**src/rtl/subrange_pkg.sv**
```systemverilog
package subrange_pkg;

    localparam int DEF_PASSES = 3;
    localparam int DEF_BPP    = 4;
    localparam int DEF_SETTLE = 4;

    // Width of a counter or index that must hold values 0 .. n-1.
    function automatic int idx_width(input int n);
        return (n > 1) ? $clog2(n) : 1;
    endfunction

endpackage

```
**src/rtl/subrange_therm_dec.sv**
```systemverilog
module subrange_therm_dec #(
    parameter int BPP  = subrange_pkg::DEF_BPP,
    parameter int NCMP = (1 << BPP) - 1
) (
    input  logic [NCMP-1:0] therm_i,
    output logic [BPP-1:0]  count_o,
    output logic            bubble_o
);

    logic [NCMP-2:0] gap;

    // A gap is a set comparator sitting directly above a cleared one.
    for (genvar i = 0; i < NCMP - 1; i++) begin : g_gap
        assign gap[i] = therm_i[i+1] & ~therm_i[i];
    end

    assign bubble_o = |gap;

    always_comb begin
        count_o = '0;
        for (int i = 0; i < NCMP; i++) begin
            count_o = count_o + BPP'(therm_i[i]);
        end
    end

endmodule

```
**src/rtl/subrange_settle_cnt.sv**
```systemverilog
module subrange_settle_cnt #(
    parameter int SETTLE = subrange_pkg::DEF_SETTLE,
    parameter int CNT_W  = subrange_pkg::idx_width(SETTLE)
) (
    input  logic clk,
    input  logic rst_n,
    input  logic clr_i,
    input  logic en_i,
    output logic last_o
);

    logic [CNT_W-1:0] cnt_d, cnt_q;

    assign last_o = (cnt_q == CNT_W'(SETTLE - 1));

    always_comb begin
        cnt_d = cnt_q;
        if (clr_i) begin
            cnt_d = '0;
        end else if (en_i) begin
            cnt_d = last_o ? '0 : cnt_q + CNT_W'(1);
        end
    end

    always_ff @(posedge clk or negedge rst_n) begin
        if (!rst_n) begin
            cnt_q <= '0;
        end else begin
            cnt_q <= cnt_d;
        end
    end

endmodule

```
**src/rtl/subrange_seq.sv**
```systemverilog
module subrange_seq #(
    parameter int PASSES = subrange_pkg::DEF_PASSES,
    parameter int BPP    = subrange_pkg::DEF_BPP,
    parameter int SETTLE = subrange_pkg::DEF_SETTLE,
    parameter int NCMP   = (1 << BPP) - 1,
    parameter int SEG_W  = (PASSES - 1) * BPP,
    parameter int RES_W  = PASSES * BPP,
    parameter int PASS_W = subrange_pkg::idx_width(PASSES)
) (
    input  logic              clk,
    input  logic              rst_n,
    input  logic              start_i,
    input  logic [NCMP-1:0]   cmp_i,
    output logic [SEG_W-1:0]  seg_sel_o,
    output logic [PASS_W-1:0] pass_o,
    output logic              done_o,
    output logic [RES_W-1:0]  result_o,
    output logic              bubble_err_o,
    output logic              overrun_o
);

    localparam logic [PASS_W-1:0] LAST_PASS = PASS_W'(PASSES - 1);

    typedef struct packed {
        logic              busy;
        logic [PASS_W-1:0] pass;
        logic [SEG_W-1:0]  acc;
        logic [RES_W-1:0]  result;
        logic              done;
        logic              bubble;
        logic              overrun;
    } seq_state_t;

    seq_state_t st_d, st_q;

    logic           busy;
    logic           start_ok;
    logic           cnt_last;
    logic           pass_end;
    logic [BPP-1:0] nib;
    logic           nib_bubble;

    assign busy     = st_q.busy;
    assign start_ok = start_i & ~st_q.busy;
    assign pass_end = st_q.busy & cnt_last;

    subrange_settle_cnt #(
        .SETTLE (SETTLE)
    ) i_settle (
        .clk    (clk),
        .rst_n  (rst_n),
        .clr_i  (start_ok),
        .en_i   (st_q.busy),
        .last_o (cnt_last)
    );

    subrange_therm_dec #(
        .BPP  (BPP),
        .NCMP (NCMP)
    ) i_dec (
        .therm_i  (cmp_i),
        .count_o  (nib),
        .bubble_o (nib_bubble)
    );

    always_comb begin
        int sh;
        st_d      = st_q;
        st_d.done = 1'b0;
        sh        = (PASSES - 2 - int'(st_q.pass)) * BPP;
        if (start_ok) begin
            st_d.busy    = 1'b1;
            st_d.pass    = '0;
            st_d.acc     = '0;
            st_d.bubble  = 1'b0;
            st_d.overrun = 1'b0;
        end else if (st_q.busy) begin
            if (start_i) begin
                st_d.overrun = 1'b1;
            end
            if (cnt_last) begin
                if (nib_bubble) begin
                    st_d.bubble = 1'b1;
                end
                if (st_q.pass == LAST_PASS) begin
                    st_d.result = {st_q.acc, nib};
                    st_d.done   = 1'b1;
                    st_d.busy   = 1'b0;
                    st_d.pass   = '0;
                end else begin
                    st_d.acc  = st_q.acc | (SEG_W'(nib) << sh);
                    st_d.pass = st_q.pass + PASS_W'(1);
                end
            end
        end
    end

    always_ff @(posedge clk or negedge rst_n) begin
        if (!rst_n) begin
            st_q <= '0;
        end else begin
            st_q <= st_d;
        end
    end

    assign seg_sel_o    = st_q.acc;
    assign pass_o       = st_q.pass;
    assign done_o       = st_q.done;
    assign result_o     = st_q.result;
    assign bubble_err_o = st_q.bubble;
    assign overrun_o    = st_q.overrun;

endmodule

```
**config.mk**
```make
export PLATFORM = sky130hd
export DESIGN_NAME = subrange_seq
export DESIGN_NICKNAME = d
export VERILOG_FILES = /design/src/rtl/subrange_pkg.sv /design/src/rtl/subrange_therm_dec.sv /design/src/rtl/subrange_settle_cnt.sv /design/src/rtl/subrange_seq.sv
export SDC_FILE = /design/constraint.sdc
export NUM_CORES = 1
export LEC_CHECK = 0
export BUFFER_PORTS_ARGS = -buffer_cell sky130_fd_sc_hd__buf_2
export CORE_MARGIN = 4
export CORE_UTILIZATION = 50
export CTS_BUF_LIST = sky130_fd_sc_hd__clkbuf_2
export DETAILED_ROUTE_END_ITERATION = 10
export GPL_ROUTABILITY_DRIVEN = 1
export PLACE_DENSITY = 0.83
export SYNTH_ARGS = -nofsm -noshare
export SYNTH_HDL_FRONTEND = slang
export SYNTH_SLANG_ARGS = --single-unit
export TNS_END_PERCENT = 100
```
**constraint.sdc**
```tcl
create_clock -name clk -period 2.2 [get_ports clk]
set_clock_uncertainty 0.1 [all_clocks]
set_input_delay 0.55 -clock clk [delete_from_list [all_inputs] [get_ports clk]]
set_output_delay 0.55 -clock clk [all_outputs]
set_load 0.005 [all_outputs]
```
==> results.sh <==
export IMPL_status="complete, but fails checks"
export IMPL_failed_checks="setup timing"
export IMPL_hold_viol_final=0
export IMPL_startpoint="cmp_i[0]"
export IMPL_path_buf_inv=7
export IMPL_cts_buffers=3
export IMPL_finalCriticalPeriod_ns=3.776
export IMPL_drc=0
export IMPL_hold_class="primary input to async pin"
export IMPL_r2r_slack_ns=0.48
export IMPL_worstSetupEndpoint="seg_sel_o[5]"
export IMPL_areaGrowthSynthToFinish_pct=30.89
export IMPL_firstDrtPassIters=4
export IMPL_rsz0062_at_grt="yes"
export IMPL_whs_ns=0.03747
export IMPL_setup_viol=12
export IMPL_r2r_end="seg_sel_o[7]"
export IMPL_synthesis_nets=197
export IMPL_cp_slowest_stage_delay_ns=0.54
export IMPL_clock_latency_ns=0.36
export IMPL_pre_cts_ws_ns=-2.027
export IMPL_crit_type="primary input to register"
export IMPL_cp_max_fo=2
export IMPL_antenna_found_initial=0
export IMPL_wl_per_cell_um=13.04
export IMPL_crit_chain="buf_8 -> ha_4 -> inv_2 -> fa_1 -> inv_2 -> fa_2 -> fa_1 -> inv_2 -> fa_1 -> inv_2 -> ha_4 -> inv_2 -> fa_2 -> inv_2 -> a21oi_2 -> nor2_1"
export IMPL_dp_hpwl_um=2730
export IMPL_viasPerCell=4.826
export IMPL_final_cell_area_um2=2100
export IMPL_crit_top_cell="inv_2"
export IMPL_grt_pass1_vias=1300
export IMPL_power_uw=2629
export IMPL_use_met2_pct=31.83
export IMPL_fin_ws_ns=-1.576
export IMPL_die_width_um=64.64
export IMPL_required_ns=2.37
export IMPL_ys_ff_latch=28
export IMPL_grt_busiest_layer="met2"
export IMPL_regArea_um2=700.7
export IMPL_p_leak_uw=0.001101
export IMPL_multiInputGateArea_um2=877.1
export IMPL_dieHeight_um=64.64
export IMPL_synth_most_common_cell="nand2_1"
export IMPL_vdd_drop_max_uv=949.3
export IMPL_fp_coreArea_um2=3053
export IMPL_cts_tree="built"
export IMPL_cp_slowest_cell="fa_2"
export IMPL_grt_overflow_total=0
export IMPL_power_density_nw_per_um2=1252
export IMPL_cts_sinks=28
export IMPL_cp_num_cells=16
export IMPL_arrival_ns=3.95
export IMPL_netlist_area_um2=1604
export IMPL_fill_cells=254
export IMPL_ctsHoldBuffers=0
export IMPL_synth_top_area_cell="dfrtp_1"
export IMPL_drive_gt1_share_pct=40.91
export IMPL_fmax_mhz=264.8
export IMPL_totalWireLength_um=3443
export IMPL_met1_usage_pct=22.74
export IMPL_grt_max_degree=29
export IMPL_cp_start_kind="primary input"
export IMPL_n_antenna_cell=0
export IMPL_vias=1274
export IMPL_drtIter0Drc=70
export IMPL_ys_dominant_reg_cell="dfrtp_1"
export IMPL_fin_crit_sh_pct=171.7
export IMPL_place_congestion=0.8528
export IMPL_ios=43
export IMPL_slew_viol_final=0
export IMPL_critPathCaptureType="register"
export IMPL_synth_cell_types=31
export IMPL_synth_seq_area_share_pct=43.68
export IMPL_io_buffers=42
export IMPL_synth_avg_cell_area_um2=9.841
export IMPL_netlist_instances=163
export IMPL_drtAntennaViolNets=0
export IMPL_synth_common_cells="nand2_1, dfrtp_1, inv_1"
export IMPL_start_util_pct=52.54
export IMPL_dieArea_um2=4178
export IMPL_use_met3_pct=4.159
export IMPL_instances_no_fill=264
export IMPL_synth_area_leaders="dfrtp_1, fa_1, nand2_1"
export IMPL_fp_row_count=20
export IMPL_cts_clk_slew_worst_paths_ns=0.25
export IMPL_ys_async_sr_fraction_pct=100.0
export IMPL_synth_warnings=0
export IMPL_maxSlewHeadroom_pct=60.47
export IMPL_tightest_slew_ns=0.5929
export IMPL_maxCapViolations=0
export IMPL_synth_edf_count=0
export IMPL_worst_path_dominant_cell_family="adder cells"
export IMPL_track_usage_pct=18.08
export IMPL_synth_top_cell_area_share_pct=43.68
export IMPL_dpl_cell_count=259
export IMPL_root_buffer="clkbuf_2"
export IMPL_clockBufferDepth=2
export IMPL_dpl_instance_area_um2=2002
export IMPL_grt_pass1_wl_um=5837
export IMPL_layout_nets=255
export IMPL_cts_htree_levels=1
export IMPL_worst_r2r_startpoint="busy"
export IMPL_reg2reg_depth=4
worst min-delay path by stage:
stage                              end  slack, ns
after floorplan           bubble_err_o       0.15
after global placement     result_o[5]       0.35
after detailed placement  result_o[10]       0.36
after CTS                  result_o[3]       0.06
after global routing       result_o[3]       0.03
final                      result_o[3]       0.04
state kept, by name, indices dropped and copies added, names as in the netlist:
signal / count
bubble_err_o: 1
pass_o: 2
busy: 1
i_settle.cnt_q: 2
seg_sel_o: 8
done_o: 1
overrun_o: 1
result_o: 12
placed cells by master, fill, tap and decap left out, types with 2 or more instances in the layout:
cell	Yosys	layout
a211oi_2	2	2
a21boi_2	2	2
a21oi_1	10	6
a21oi_2	1	4
buf_2	1	40
buf_4	2	13
buf_6	0	2
clkbuf_2	0	3
dfrtp_1	28	28
fa_1	9	7
fa_2	0	2
ha_1	7	5
ha_4	0	2
inv_1	22	15
inv_2	1	8
mux2i_1	5	5
nand2_1	30	29
nand2_2	1	2
nand2b_1	5	5
nor2_1	15	15
nor2b_1	3	3
nor3b_2	0	2
o21ai_0	2	2
o21ai_1	4	3
report_power, final:
| group | internal, uW | total [uW] | switching (uW) |
|---|---|---|---|
| logic | 709 | 1410 | 700 |
| clock network | 156 | 305 | 149 |
| registers | 736 | 914 | 178 |
cells by family after synthesis:
group	count (synthesis)	synth area share (%)
adders and majority gates	16	16.69
xor gates and xnor gates	2	1.092
DFF	28	43.68
and+or+nand+nor	58	16.30
AOI/OAI and AO/OA	26	11.08
muxes	7	4.524
buffers and inverters	26	6.630
routing by layer:
metal  share of wire (%)  vias to the layer above  wire (um)
met5                   0                        -          0
met4                0.90                        0         31
met3                 3.2                        5        109
met2                  53                       20       1839
met1                  42                      617       1463
li1                    -                      632          -
what timing repair did:
| item | 4_1_cts | 5_1_grt |
|---|---|---|
| buffers inserted | 1 | 0 |
| gates resized for setup | 11 | 4 |
| pin swaps | 13 | 5 |
| setup endpoints to repair | 12 | 12 |
area by class of cell:
class / count / area share (%)
clock buffer: 3 / 0.7151
multi-input combinational: 109 / 41.78
sequential: 28 / 33.37
clock inverter: 1 / 1.430
timing repair buffer: 56 / 15.97
inverter: 23 / 4.112
tap: 44 / 2.622
through the flow:
step / utilization (%) / setup TNS, ns
finish: 68.77 / -16.78
global route: 68.77 / -17.29
CTS: 68.44 / -16.75
detailed placement: 65.57 / -21.80
global placement: 65.57 / -21.19
floorplan: - / -19.03
worst reg2reg max path, stage by stage (launching register included):
cell	delay, ns
dfrtp_1	0.58
nand2b_1	0.31
a21boi_2	0.32
o21ai_1	0.13
a211oi_2	0.23
Power figures use the tool's default switching activity.
